$ cat src/rtl/irnec_pkg.sv
package irnec_pkg;

  localparam int TW = 13;

  typedef logic [TW-1:0] dur_t;

  typedef struct packed {
    dur_t hi;
    dur_t lo;
  } win_t;

  typedef enum logic [1:0] {ST_IDLE, ST_LMARK, ST_LSPACE, ST_DATA} rx_st_e;

  localparam logic [3:0] A_CFG     = 4'd0;
  localparam logic [3:0] A_LMARK   = 4'd1;
  localparam logic [3:0] A_LSPACE  = 4'd2;
  localparam logic [3:0] A_RSPACE  = 4'd3;
  localparam logic [3:0] A_BIT0    = 4'd4;
  localparam logic [3:0] A_BIT1    = 4'd5;
  localparam logic [3:0] A_TIMEOUT = 4'd6;
  localparam logic [3:0] A_CODE    = 4'd7;
  localparam logic [3:0] A_STAT    = 4'd8;

  function automatic logic in_win(dur_t v, win_t w);
    return (v >= w.lo) && (v <= w.hi);
  endfunction

  function automatic win_t win_of(logic [31:0] d);
    win_t w;
    w.hi = d[16 +: TW];
    w.lo = d[0 +: TW];
    return w;
  endfunction

  function automatic logic [31:0] win_word(win_t w);
    return {3'b000, w.hi, 3'b000, w.lo};
  endfunction

endpackage

$ cat src/rtl/irnec_tick.sv
module irnec_tick #(
  parameter int CLK_PER_US = 50,
  parameter int BASE_W     = 12
) (
  input  logic              clk,
  input  logic              rst,
  input  logic              en,
  input  logic [BASE_W-1:0] base,
  output logic              tick
);
  localparam int UW = (CLK_PER_US > 1) ? $clog2(CLK_PER_US) : 1;

  logic us_stb;

  generate
    if (CLK_PER_US == 1) begin : g_direct
      assign us_stb = 1'b1;
    end else begin : g_presc
      logic [UW-1:0] us_cnt;
      always_ff @(posedge clk) begin
        if (rst || !en) begin
          us_cnt <= '0;
        end else if (us_cnt == UW'(CLK_PER_US - 1)) begin
          us_cnt <= '0;
        end else begin
          us_cnt <= us_cnt + 1'b1;
        end
      end
      assign us_stb = (us_cnt == UW'(CLK_PER_US - 1));
    end
  endgenerate

  logic [BASE_W-1:0] base_cnt;

  always_ff @(posedge clk) begin
    if (rst || !en) begin
      base_cnt <= '0;
      tick     <= 1'b0;
    end else begin
      tick <= 1'b0;
      if (us_stb) begin
        if (base_cnt >= base) begin
          base_cnt <= '0;
          tick     <= 1'b1;
        end else begin
          base_cnt <= base_cnt + 1'b1;
        end
      end
    end
  end
endmodule

$ cat src/rtl/irnec_filter.sv
module irnec_filter #(
  parameter int FILT_W = 3
) (
  input  logic              clk,
  input  logic              rst,
  input  logic              ir_n,
  input  logic [FILT_W-1:0] thr,
  output logic              mark
);
  logic s1, s2;
  logic [FILT_W-1:0] cnt;

  always_ff @(posedge clk) begin
    if (rst) begin
      s1   <= 1'b0;
      s2   <= 1'b0;
      cnt  <= '0;
      mark <= 1'b0;
    end else begin
      s1 <= ~ir_n;
      s2 <= s1;
      if (s2 == mark) begin
        cnt <= '0;
      end else if (cnt >= thr) begin
        mark <= s2;
        cnt  <= '0;
      end else begin
        cnt <= cnt + 1'b1;
      end
    end
  end
endmodule

$ cat src/rtl/irnec_fsm.sv
module irnec_fsm
  import irnec_pkg::*;
#(
  parameter int CODE_W = 32,
  parameter int LEN_W  = 6
) (
  input  logic              clk,
  input  logic              rst,
  input  logic              en,
  input  logic              tick,
  input  logic              mark,
  input  logic              bit1_en,
  input  logic [LEN_W-1:0]  len_m1,
  input  dur_t              frame_to,
  input  win_t              w_lm,
  input  win_t              w_ls,
  input  win_t              w_rs,
  input  win_t              w_b0,
  input  win_t              w_b1,
  output logic              busy,
  output logic              frame_done,
  output logic              rpt_done,
  output logic [CODE_W-1:0] code
);
  localparam int   IX   = $clog2(CODE_W);
  localparam dur_t DMAX = '1;

  rx_st_e            state;
  dur_t              dur, fcnt, dur_n, fcnt_n;
  logic              mark_q, rise, fall;
  logic [LEN_W-1:0]  bitcnt;
  logic              bit_ok, bit_val, to_hit;
  dur_t              data_max;

  always_comb begin
    rise     = mark && !mark_q;
    fall     = !mark && mark_q;
    dur_n    = (tick && dur != DMAX) ? dur + 1'b1 : dur;
    fcnt_n   = (tick && fcnt != DMAX) ? fcnt + 1'b1 : fcnt;
    to_hit   = fcnt > frame_to;
    data_max = bit1_en ? w_b1.hi : w_b0.hi;
    bit_val  = 1'b0;
    bit_ok   = 1'b0;
    if (in_win(dur, w_b0)) begin
      bit_ok = 1'b1;
    end else if (bit1_en && in_win(dur, w_b1)) begin
      bit_ok  = 1'b1;
      bit_val = 1'b1;
    end
  end

  assign busy = (state != ST_IDLE);

  always_ff @(posedge clk) begin
    if (rst) begin
      state      <= ST_IDLE;
      dur        <= '0;
      fcnt       <= '0;
      mark_q     <= 1'b0;
      bitcnt     <= '0;
      code       <= '0;
      frame_done <= 1'b0;
      rpt_done   <= 1'b0;
    end else begin
      mark_q     <= mark;
      frame_done <= 1'b0;
      rpt_done   <= 1'b0;
      if (!en) begin
        state <= ST_IDLE;
        dur   <= '0;
        fcnt  <= '0;
      end else begin
        case (state)
          ST_IDLE: begin
            dur  <= '0;
            fcnt <= '0;
            if (rise) state <= ST_LMARK;
          end
          ST_LMARK: begin
            dur  <= dur_n;
            fcnt <= fcnt_n;
            if (to_hit) begin
              state <= ST_IDLE;
            end else if (fall) begin
              dur   <= '0;
              state <= in_win(dur, w_lm) ? ST_LSPACE : ST_IDLE;
            end else if (dur > w_lm.hi) begin
              state <= ST_IDLE;
            end
          end
          ST_LSPACE: begin
            dur  <= dur_n;
            fcnt <= fcnt_n;
            if (to_hit) begin
              state <= ST_IDLE;
            end else if (rise) begin
              dur <= '0;
              if (in_win(dur, w_ls)) begin
                state  <= ST_DATA;
                bitcnt <= '0;
                code   <= '0;
              end else begin
                rpt_done <= in_win(dur, w_rs);
                state    <= ST_IDLE;
              end
            end else if (dur > w_ls.hi && dur > w_rs.hi) begin
              state <= ST_IDLE;
            end
          end
          ST_DATA: begin
            dur  <= dur_n;
            fcnt <= fcnt_n;
            if (to_hit) begin
              state <= ST_IDLE;
            end else if (rise) begin
              dur <= '0;
              if (!bit_ok) begin
                state <= ST_IDLE;
              end else begin
                code[bitcnt[IX-1:0]] <= bit_val;
                if (bitcnt == len_m1) begin
                  frame_done <= 1'b1;
                  state      <= ST_IDLE;
                end else begin
                  bitcnt <= bitcnt + 1'b1;
                end
              end
            end else if (dur > data_max) begin
              state <= ST_IDLE;
            end
          end
          default: state <= ST_IDLE;
        endcase
      end
    end
  end
endmodule

$ cat src/rtl/irnec_rx.sv
module irnec_rx
  import irnec_pkg::*;
#(
  parameter int CLK_PER_US = 50,
  parameter int BASE_W     = 12,
  parameter int FILT_W     = 3,
  parameter int LEN_W      = 6,
  parameter int DEF_BASE   = 19,
  parameter int DEF_FILT   = 7,
  parameter int DEF_LEN    = 31,
  parameter int DEF_TO     = 4000
) (
  input  logic        clk,
  input  logic        rst,
  input  logic        ir_n,
  input  logic        reg_wr,
  input  logic        reg_rd,
  input  logic [3:0]  reg_addr,
  input  logic [31:0] reg_wdata,
  output logic [31:0] reg_rdata,
  output logic        irq
);
  localparam int   CODE_W = 32;
  localparam win_t DEF_LM = '{hi: dur_t'(500), lo: dur_t'(400)};
  localparam win_t DEF_LS = '{hi: dur_t'(300), lo: dur_t'(200)};
  localparam win_t DEF_RS = '{hi: dur_t'(150), lo: dur_t'(80)};
  localparam win_t DEF_B0 = '{hi: dur_t'(72),  lo: dur_t'(40)};
  localparam win_t DEF_B1 = '{hi: dur_t'(134), lo: dur_t'(90)};

  logic              cfg_en, cfg_hold, cfg_b1;
  logic [FILT_W-1:0] cfg_filt;
  logic [LEN_W-1:0]  cfg_len;
  logic [BASE_W-1:0] cfg_base;
  win_t              w_lm, w_ls, w_rs, w_b0, w_b1;
  dur_t              frame_to;

  logic              tick, mark, busy, frame_done, rpt_done;
  logic [CODE_W-1:0] fsm_code, code_r;
  logic              held, st_valid, st_derr, st_cerr, st_rpt, irq_r;
  logic [31:0]       cfg_rd, stat_rd;
  logic              rd_code, rd_stat;

  irnec_tick #(.CLK_PER_US(CLK_PER_US), .BASE_W(BASE_W)) u_tick (
    .clk(clk), .rst(rst), .en(cfg_en), .base(cfg_base), .tick(tick)
  );

  irnec_filter #(.FILT_W(FILT_W)) u_filt (
    .clk(clk), .rst(rst), .ir_n(ir_n), .thr(cfg_filt), .mark(mark)
  );

  irnec_fsm #(.CODE_W(CODE_W), .LEN_W(LEN_W)) u_fsm (
    .clk(clk), .rst(rst), .en(cfg_en), .tick(tick), .mark(mark),
    .bit1_en(cfg_b1), .len_m1(cfg_len), .frame_to(frame_to),
    .w_lm(w_lm), .w_ls(w_ls), .w_rs(w_rs), .w_b0(w_b0), .w_b1(w_b1),
    .busy(busy), .frame_done(frame_done), .rpt_done(rpt_done), .code(fsm_code)
  );

  assign rd_code = reg_rd && (reg_addr == A_CODE);
  assign rd_stat = reg_rd && (reg_addr == A_STAT);

  // configuration registers
  always_ff @(posedge clk) begin
    if (rst) begin
      cfg_en   <= 1'b0;
      cfg_hold <= 1'b0;
      cfg_b1   <= 1'b1;
      cfg_filt <= FILT_W'(DEF_FILT);
      cfg_len  <= LEN_W'(DEF_LEN);
      cfg_base <= BASE_W'(DEF_BASE);
      w_lm     <= DEF_LM;
      w_ls     <= DEF_LS;
      w_rs     <= DEF_RS;
      w_b0     <= DEF_B0;
      w_b1     <= DEF_B1;
      frame_to <= dur_t'(DEF_TO);
    end else if (reg_wr) begin
      case (reg_addr)
        A_CFG: begin
          cfg_en   <= reg_wdata[0];
          cfg_filt <= reg_wdata[4 +: FILT_W];
          cfg_len  <= reg_wdata[8 +: LEN_W];
          cfg_hold <= reg_wdata[14];
          cfg_b1   <= reg_wdata[15];
          cfg_base <= reg_wdata[20 +: BASE_W];
        end
        A_LMARK:   w_lm     <= win_of(reg_wdata);
        A_LSPACE:  w_ls     <= win_of(reg_wdata);
        A_RSPACE:  w_rs     <= win_of(reg_wdata);
        A_BIT0:    w_b0     <= win_of(reg_wdata);
        A_BIT1:    w_b1     <= win_of(reg_wdata);
        A_TIMEOUT: frame_to <= reg_wdata[0 +: TW];
        default: ;
      endcase
    end
  end

  // capture, status and interrupt
  always_ff @(posedge clk) begin
    if (rst) begin
      code_r   <= '0;
      held     <= 1'b0;
      st_valid <= 1'b0;
      st_derr  <= 1'b0;
      st_cerr  <= 1'b0;
      st_rpt   <= 1'b0;
      irq_r    <= 1'b0;
    end else begin
      irq_r <= frame_done || rpt_done;
      if (rd_code) held <= 1'b0;
      if (rd_stat) st_valid <= 1'b0;
      if (frame_done) begin
        if (!(cfg_hold && held)) begin
          code_r <= fsm_code;
          held   <= cfg_hold;
        end
        st_valid <= 1'b1;
        st_rpt   <= 1'b0;
        st_cerr  <= fsm_code[15:8]  != ~fsm_code[7:0];
        st_derr  <= fsm_code[31:24] != ~fsm_code[23:16];
      end else if (rpt_done) begin
        st_valid <= 1'b1;
        st_rpt   <= 1'b1;
        st_cerr  <= 1'b0;
        st_derr  <= 1'b0;
      end
    end
  end

  always_comb begin
    cfg_rd                 = '0;
    cfg_rd[0]              = cfg_en;
    cfg_rd[4 +: FILT_W]    = cfg_filt;
    cfg_rd[8 +: LEN_W]     = cfg_len;
    cfg_rd[14]             = cfg_hold;
    cfg_rd[15]             = cfg_b1;
    cfg_rd[20 +: BASE_W]   = cfg_base;
    stat_rd                = {23'd0, mark, busy, 3'd0, st_valid, st_derr, st_cerr, st_rpt};
  end

  always_ff @(posedge clk) begin
    if (rst) begin
      reg_rdata <= '0;
    end else if (reg_rd) begin
      case (reg_addr)
        A_CFG:     reg_rdata <= cfg_rd;
        A_LMARK:   reg_rdata <= win_word(w_lm);
        A_LSPACE:  reg_rdata <= win_word(w_ls);
        A_RSPACE:  reg_rdata <= win_word(w_rs);
        A_BIT0:    reg_rdata <= win_word(w_b0);
        A_BIT1:    reg_rdata <= win_word(w_b1);
        A_TIMEOUT: reg_rdata <= {{(32-TW){1'b0}}, frame_to};
        A_CODE:    reg_rdata <= code_r;
        A_STAT:    reg_rdata <= stat_rd;
        default:   reg_rdata <= '0;
      endcase
    end
  end

  assign irq = irq_r;
endmodule

$ cat config.mk
export PLATFORM = sky130hd
export DESIGN_NAME = irnec_rx
export DESIGN_NICKNAME = d
export VERILOG_FILES = /design/src/rtl/irnec_pkg.sv /design/src/rtl/irnec_tick.sv /design/src/rtl/irnec_filter.sv /design/src/rtl/irnec_fsm.sv /design/src/rtl/irnec_rx.sv
export SDC_FILE = /design/constraint.sdc
export NUM_CORES = 1
export LEC_CHECK = 0
export BUFFER_PORTS_ARGS = -buffer_cell sky130_fd_sc_hd__buf_2
export CAP_MARGIN = 10
export CORE_MARGIN = 2
export CORE_UTILIZATION = 40
export CTS_CLUSTER_SIZE = 16
export DETAILED_ROUTE_END_ITERATION = 16
export PLACE_DENSITY = 0.59
export SLEW_MARGIN = 20
export SYNTH_ARGS = -nofsm -noshare
export SYNTH_HDL_FRONTEND = slang
export SYNTH_HIERARCHICAL = 1
export SYNTH_SLANG_ARGS = --single-unit
$ cat constraint.sdc
create_clock -name clk -period 8.91 [get_ports clk]
set_input_delay 2.2275 -clock clk [delete_from_list [all_inputs] [get_ports clk]]
set_output_delay 2.2275 -clock clk [all_outputs]
set_load 0.005 [all_outputs]
* Word-level counts from Yosys, hierarchy flattened *
Cells that the tools add are included.

word-level totals
  bits in registers = 331
  output and inout port bits = 33

operators by class
  add/subtract/negate cells = 6
  $lt $le $gt $ge = 19
  eq/ne operators = 31
  mux-type cells = 58
  bitwise gates (word level) = 11
  reduce and logical (&&, ||, !) cells = 47

operators with widths
  kind                                                              count
  32-bit one-hot mux with 9 select lines                            1
  32-bit two-way mux                                                6
  13-bit two-way mux                                                7
  13-bit >= comparator                                              5
  13-bit > comparator                                               5
  13-bit less-or-equal comparator                                   5
  32-bit one-hot mux with 2 select lines                            1
  6-bit two-way mux                                                 7
  13-bit one-hot mux with 3 select lines                            1
  32-bit bitwise mux                                                1
  2-bit two-way mux                                                 14
  13-bit by 1-bit adder with 13-bit output (second input constant)  2
  13-bit != test (second input constant)                            2
  13-bit one-hot mux with 2 select lines                            1
  2-bit AND reduction                                               9
  4-bit by 3-bit == test with 1-bit output (second input constant)  4
  8-bit != test                                                     2
  8-bit NOT                                                         2
  1-bit logical AND                                                 15
  1-bit two-way mux                                                 15
  12-bit by 1-bit adder with 12-bit output (second input constant)  1
  6-bit by 1-bit adder with 6-bit output (second input constant)    2
  12-bit >= comparator                                              1
  12-bit two-way mux                                                1
  32 further kinds                                                  62

* Longest topological paths before layout *
  depth after elaboration = 10
  gate-level depth with buffers = 12

* Hierarchy *
The synthesis kept the hierarchy.

modules (own cells, without submodules)
  module        instances  cells each  area each (sq um)
  irnec_rx      1          1261        10219.8
  irnec_fsm     1          981         7519.7
  irnec_tick    1          135         1166.1
  irnec_filter  1          30          274.0

* Worst setup path after synthesis *
OpenSTA, ideal clock, no wires.

  path type = input to register
  from = input reg_addr[2]
  to = register reg_rdata[3]
  arrival time = 3.443 ns
  slack = 5.337 ns
  stages = 7
  cells stage by stage = buf_2 -> buf_6 -> buf_4 -> buf_4 -> mux4_2 -> a32oi_1 -> o21ai_0

between the ends
  cells in the longest elaborated chain, start to end = 2
  elaborated cells between the ends (all ways) = 10

RTL lines
  what                                         line             text
  start, declared                              irnec_rx.sv:18   input logic [3:0] reg_addr,
  4-bit == test, or another cell as far along  irnec_rx.sv:144  case (reg_addr)
  32-bit one-hot mux with 9 select lines (*)   irnec_rx.sv:144
  end signal, assigned                         irnec_rx.sv:145  A_CFG: reg_rdata <= cfg_rd;
  end signal, assigned                         irnec_rx.sv:146  A_LMARK: reg_rdata <= win_word(w_lm);
  end signal, assigned                         irnec_rx.sv:147  A_LSPACE: reg_rdata <= win_word(w_ls);
  end, declared                                irnec_rx.sv:20   output logic [31:0] reg_rdata,

Mark *: on every way between the ends. The rest lies on a longest branch, timed or not.
A chain may end at the register's enable or synchronous reset.

* Final worst setup path *
  from = input reg_addr[0]
  to = register, netlist name w_rs[16]

between the ends
  cells in the longest elaborated chain, start to end = 2

RTL lines
  what                                      line            text
  4-bit by 2-bit == test with 1-bit output  irnec_rx.sv:77  case (reg_addr)
  2-bit AND reduction (no source line)      n/a

No other way between the ends.

==> metrics.yaml <==
run_status:
  status: "complete, no violations"
setup_path:
  critPathTopFamily: "simple AND/OR/NAND/NOR gates"
  crit_arrival_ns: 5.37
  crit_top_cell: "nand2_1"
  crit_required_ns: 9.32
  slowest_delay_ns: 0.82
  path_cells: "buf_2 > buf_4 > nor4bb_1 > nand2_1 > nand2_1 > a21oi_1"
  critPathCaptureType: "flop"
  path_class: "input pin to flop"
  cp_max_fo: 35
  cp_slowest_cell: "nand2_1"
  worst_setup_path_start_kind: "input pin"
  critPathBufInv: 2
synth:
  synth_cells: 2407
  yosys_warnings: 6
  syn_nets: 2629
  ys.flop_type: "dfxtp_1"
  postSynthAreaPerCell_um2: 7.968
  async_flop_share_pct: 0
  ys_seq_elements: 331
  synth_cell_type_count: 95
  ys_seq_area_share_pct: 34.55
  synth_edf_count: 0
  netlist_area_um2: 19180
clocking:
  cts_root_buf: "clkbuf_16"
  clk_latency_ns: 0.57
  post_cts_buffers: 0
  clockBufferDepth: 3
  h-tree-depth: 2
  hold_buffers: 0
  cts_sinks: 331
  post_cts_resized: 0
  cts_buffers: 39
  cts.clk_slew.worst_paths_ns: 0.06
  cts_tree: "yes"
timing:
  fin_tns_setup_ns: 0
  worst_slew_pin_slew_ns: 1.138
  timing.final.ws_setup_ns: 3.955
  finClkSkew_ns: 0.01911
  maxSlewHeadroom_pct: 23.98
  fmax_mhz: 201.8
  timing.final.crit_share_pct: 55.61
  rsz0062_at_grt: "false"
  drv_slew: 0
  hold_viol: 0
  min_period_ns: 4.955
  setup_viol: 0
place:
  hpwlAfterDp_um: 54090
  portBuffers: 73
  gp_congestion: 0.9774
  place_ws_ns: 3.448
min_path:
  min_path_type: "flop to flop"
global_routing:
  grt_pass1_vias: 17070
  grt_pass1_wl_um: 109700
  grt_max_degree: 86
  grt_overflow: 0
  antenna_found_initial: 3
  grt_use_total_pct: 29.38
floorplan:
  coreArea_um2: 47550
  io_pins: 74
  dieHeight_um: 223.0
  num_rows: 80
  start_util_pct: 40.34
  dieArea_um2: 49720
  die_w_um: 223.0
pwr:
  p_per_area_nw_per_um2: 159.5
  seqPwrFrac_pct: 44.8
  pwr-share-clk_pct: 49.3
  switchingPower_mw: 0.8327
  internal_power_mw: 2.548
  swShare_pct: 24.63
  comb_power_share_pct: 5.8
  irDropWorstVdd_mv: 0.1125
  p_leak_nw: 8.715
  p_total_mw: 3.381
route:
  vias: 18540
  vias_per_cell: 6.063
  drc: 0
  finalWirelength_um: 74470
  dr.pass1.iters: 8
  dr.first_iter.drc_count: 2239
  drt-wirelength-per-cell_um: 24.36
  drtAntennaViolNets: 0
finish:
  final_nets: 2636
  drive_above_1_share_pct: 9.095
  fin_util_pct: 44.59
  fillCellCount: 4759
  synthToLayoutAreaGrowth_pct: 10.54
flow_run:
  cap_violations: 0
-- layout by cell type (no fill, tap or decap), types with 31 or more instances in the layout --
master,count
xor2_1,34
nand4_1,31
o21ai_0,70
buf_4,31
a21oi_1,237
nor2_1,91
nand2_1,501
buf_2,72
dfxtp_1,331
ha_1,181
inv_1,171
clkbuf_16,40
mux2i_1,40
nand3_1,128
-- power groups by stage --
stage / clock network, mW / logic (mW) / registers (mW)
after floorplan: 0 / 0.118 / 1.54
after global placement: 0 / 0.190 / 1.55
after detailed placement: 0 / 0.192 / 1.55
after CTS: 1.69 / 0.193 / 1.51
after global routing: 1.75 / 0.209 / 1.52
final: 1.67 / 0.198 / 1.52
-- sequential cells by signal, summed over array words and instances, names as in the netlist, 12 cells and up --
| name | count |
|---|---|
| w_b1 | 26 |
| cfg_base | 12 |
| u_fsm/fcnt | 13 |
| u_tick/base_cnt | 12 |
| frame_to | 13 |
| w_rs | 26 |
| u_fsm/dur | 13 |
| w_ls | 26 |
| u_fsm/code | 32 |
| reg_rdata | 32 |
| w_lm | 26 |
| w_b0 | 26 |
| code_r | 32 |
-- kinds of logic (layout without fill, tap and decap cells) --
kind of cell | Yosys count | after routing | synth area share [%]
AO/OA/AOI/OAI | 525 | 525 | 17.53
XOR/XNOR | 55 | 55 | 2.512
adder cells (fa/ha/maj) | 181 | 181 | 11.81
buffers and inverters | 312 | 346 | 7.006
flip-flops | 331 | 331 | 34.55
multiplexers | 60 | 60 | 3.555
other | 0 | 1 | 0
AND/OR/NAND/NOR | 943 | 943 | 23.04
-- Yosys cell counts (21+ instances only) --
master	n	area share [%]
nor3_1	23	0.60
nor2b_1	30	0.98
o21ai_0	70	1.8
clkbuf_1	67	1.3
a32oi_1	25	1.1
xnor2_1	21	0.96
buf_2	33	0.86
mux2i_1	40	2.1
and3_1	21	0.68
ha_1	181	12
nor2_1	92	1.8
inv_1	171	3.3
dfxtp_1	331	35
nand2_1	501	9.8
nand4_1	31	1.0
a21oi_1	238	6.2
buf_4	25	0.98
xor2_1	34	1.6
nand3_1	129	3.4
-- metal layers --
metal	share of wire, %	track usage (%)	up-vias
li1	-	-	8424
met1	43	40.52	9010
met2	43	45.01	919
met3	9.5	5.189	178
met4	4.6	12.73	4
met5	0.034	0	-
-- metrics by stage --
stage | hold slack [ns] | area [µm²] | cells
floorplan | 0.4138 | 19180 | 2407
global placement | 0.4280 | 19870 | 2988
detailed placement | 0.4355 | 19880 | 2988
CTS | 0.4495 | 21190 | 3056
global route | 0.4721 | 21200 | 3056
finish | 0.4496 | 21200 | 3057
-- final cells by class --
| class | count | area [µm²] | area share [%] |
|---|---|---|---|
| Sequential cell | 331 | 6626 | 31.26 |
| Tap cell | 615 | 769.5 | 3.630 |
| Inverter | 174 | 653.1 | 3.081 |
| Multi-Input combinational cell | 1764 | 11230 | 52.96 |
| Clock inverter | 15 | 196.4 | 0.9266 |
| Timing Repair Buffer | 104 | 604.3 | 2.851 |
| Clock buffer | 53 | 1120 | 5.282 |
| Antenna cell | 1 | 2.502 | 0.01180 |
-- final timing paths --
kind,startpoint,slack [ns],depth (start not counted),end
worst min-delay path,u_filt/s1$_SDFF_PP0_,0.45,1,u_filt/s2$_SDFF_PP0_
worst max register to register,u_fsm/dur[9]$_SDFF_PP0_,4.75,10,u_fsm/bitcnt[0]$_SDFFE_PP0P_
worst min register to register,u_filt/s1$_SDFF_PP0_,0.45,1,u_filt/s2$_SDFF_PP0_
worst max-delay path,reg_addr[0],3.96,6,w_rs[16]$_SDFFE_PP0P_
No activity file was read; power rests on OpenSTA's default activity.
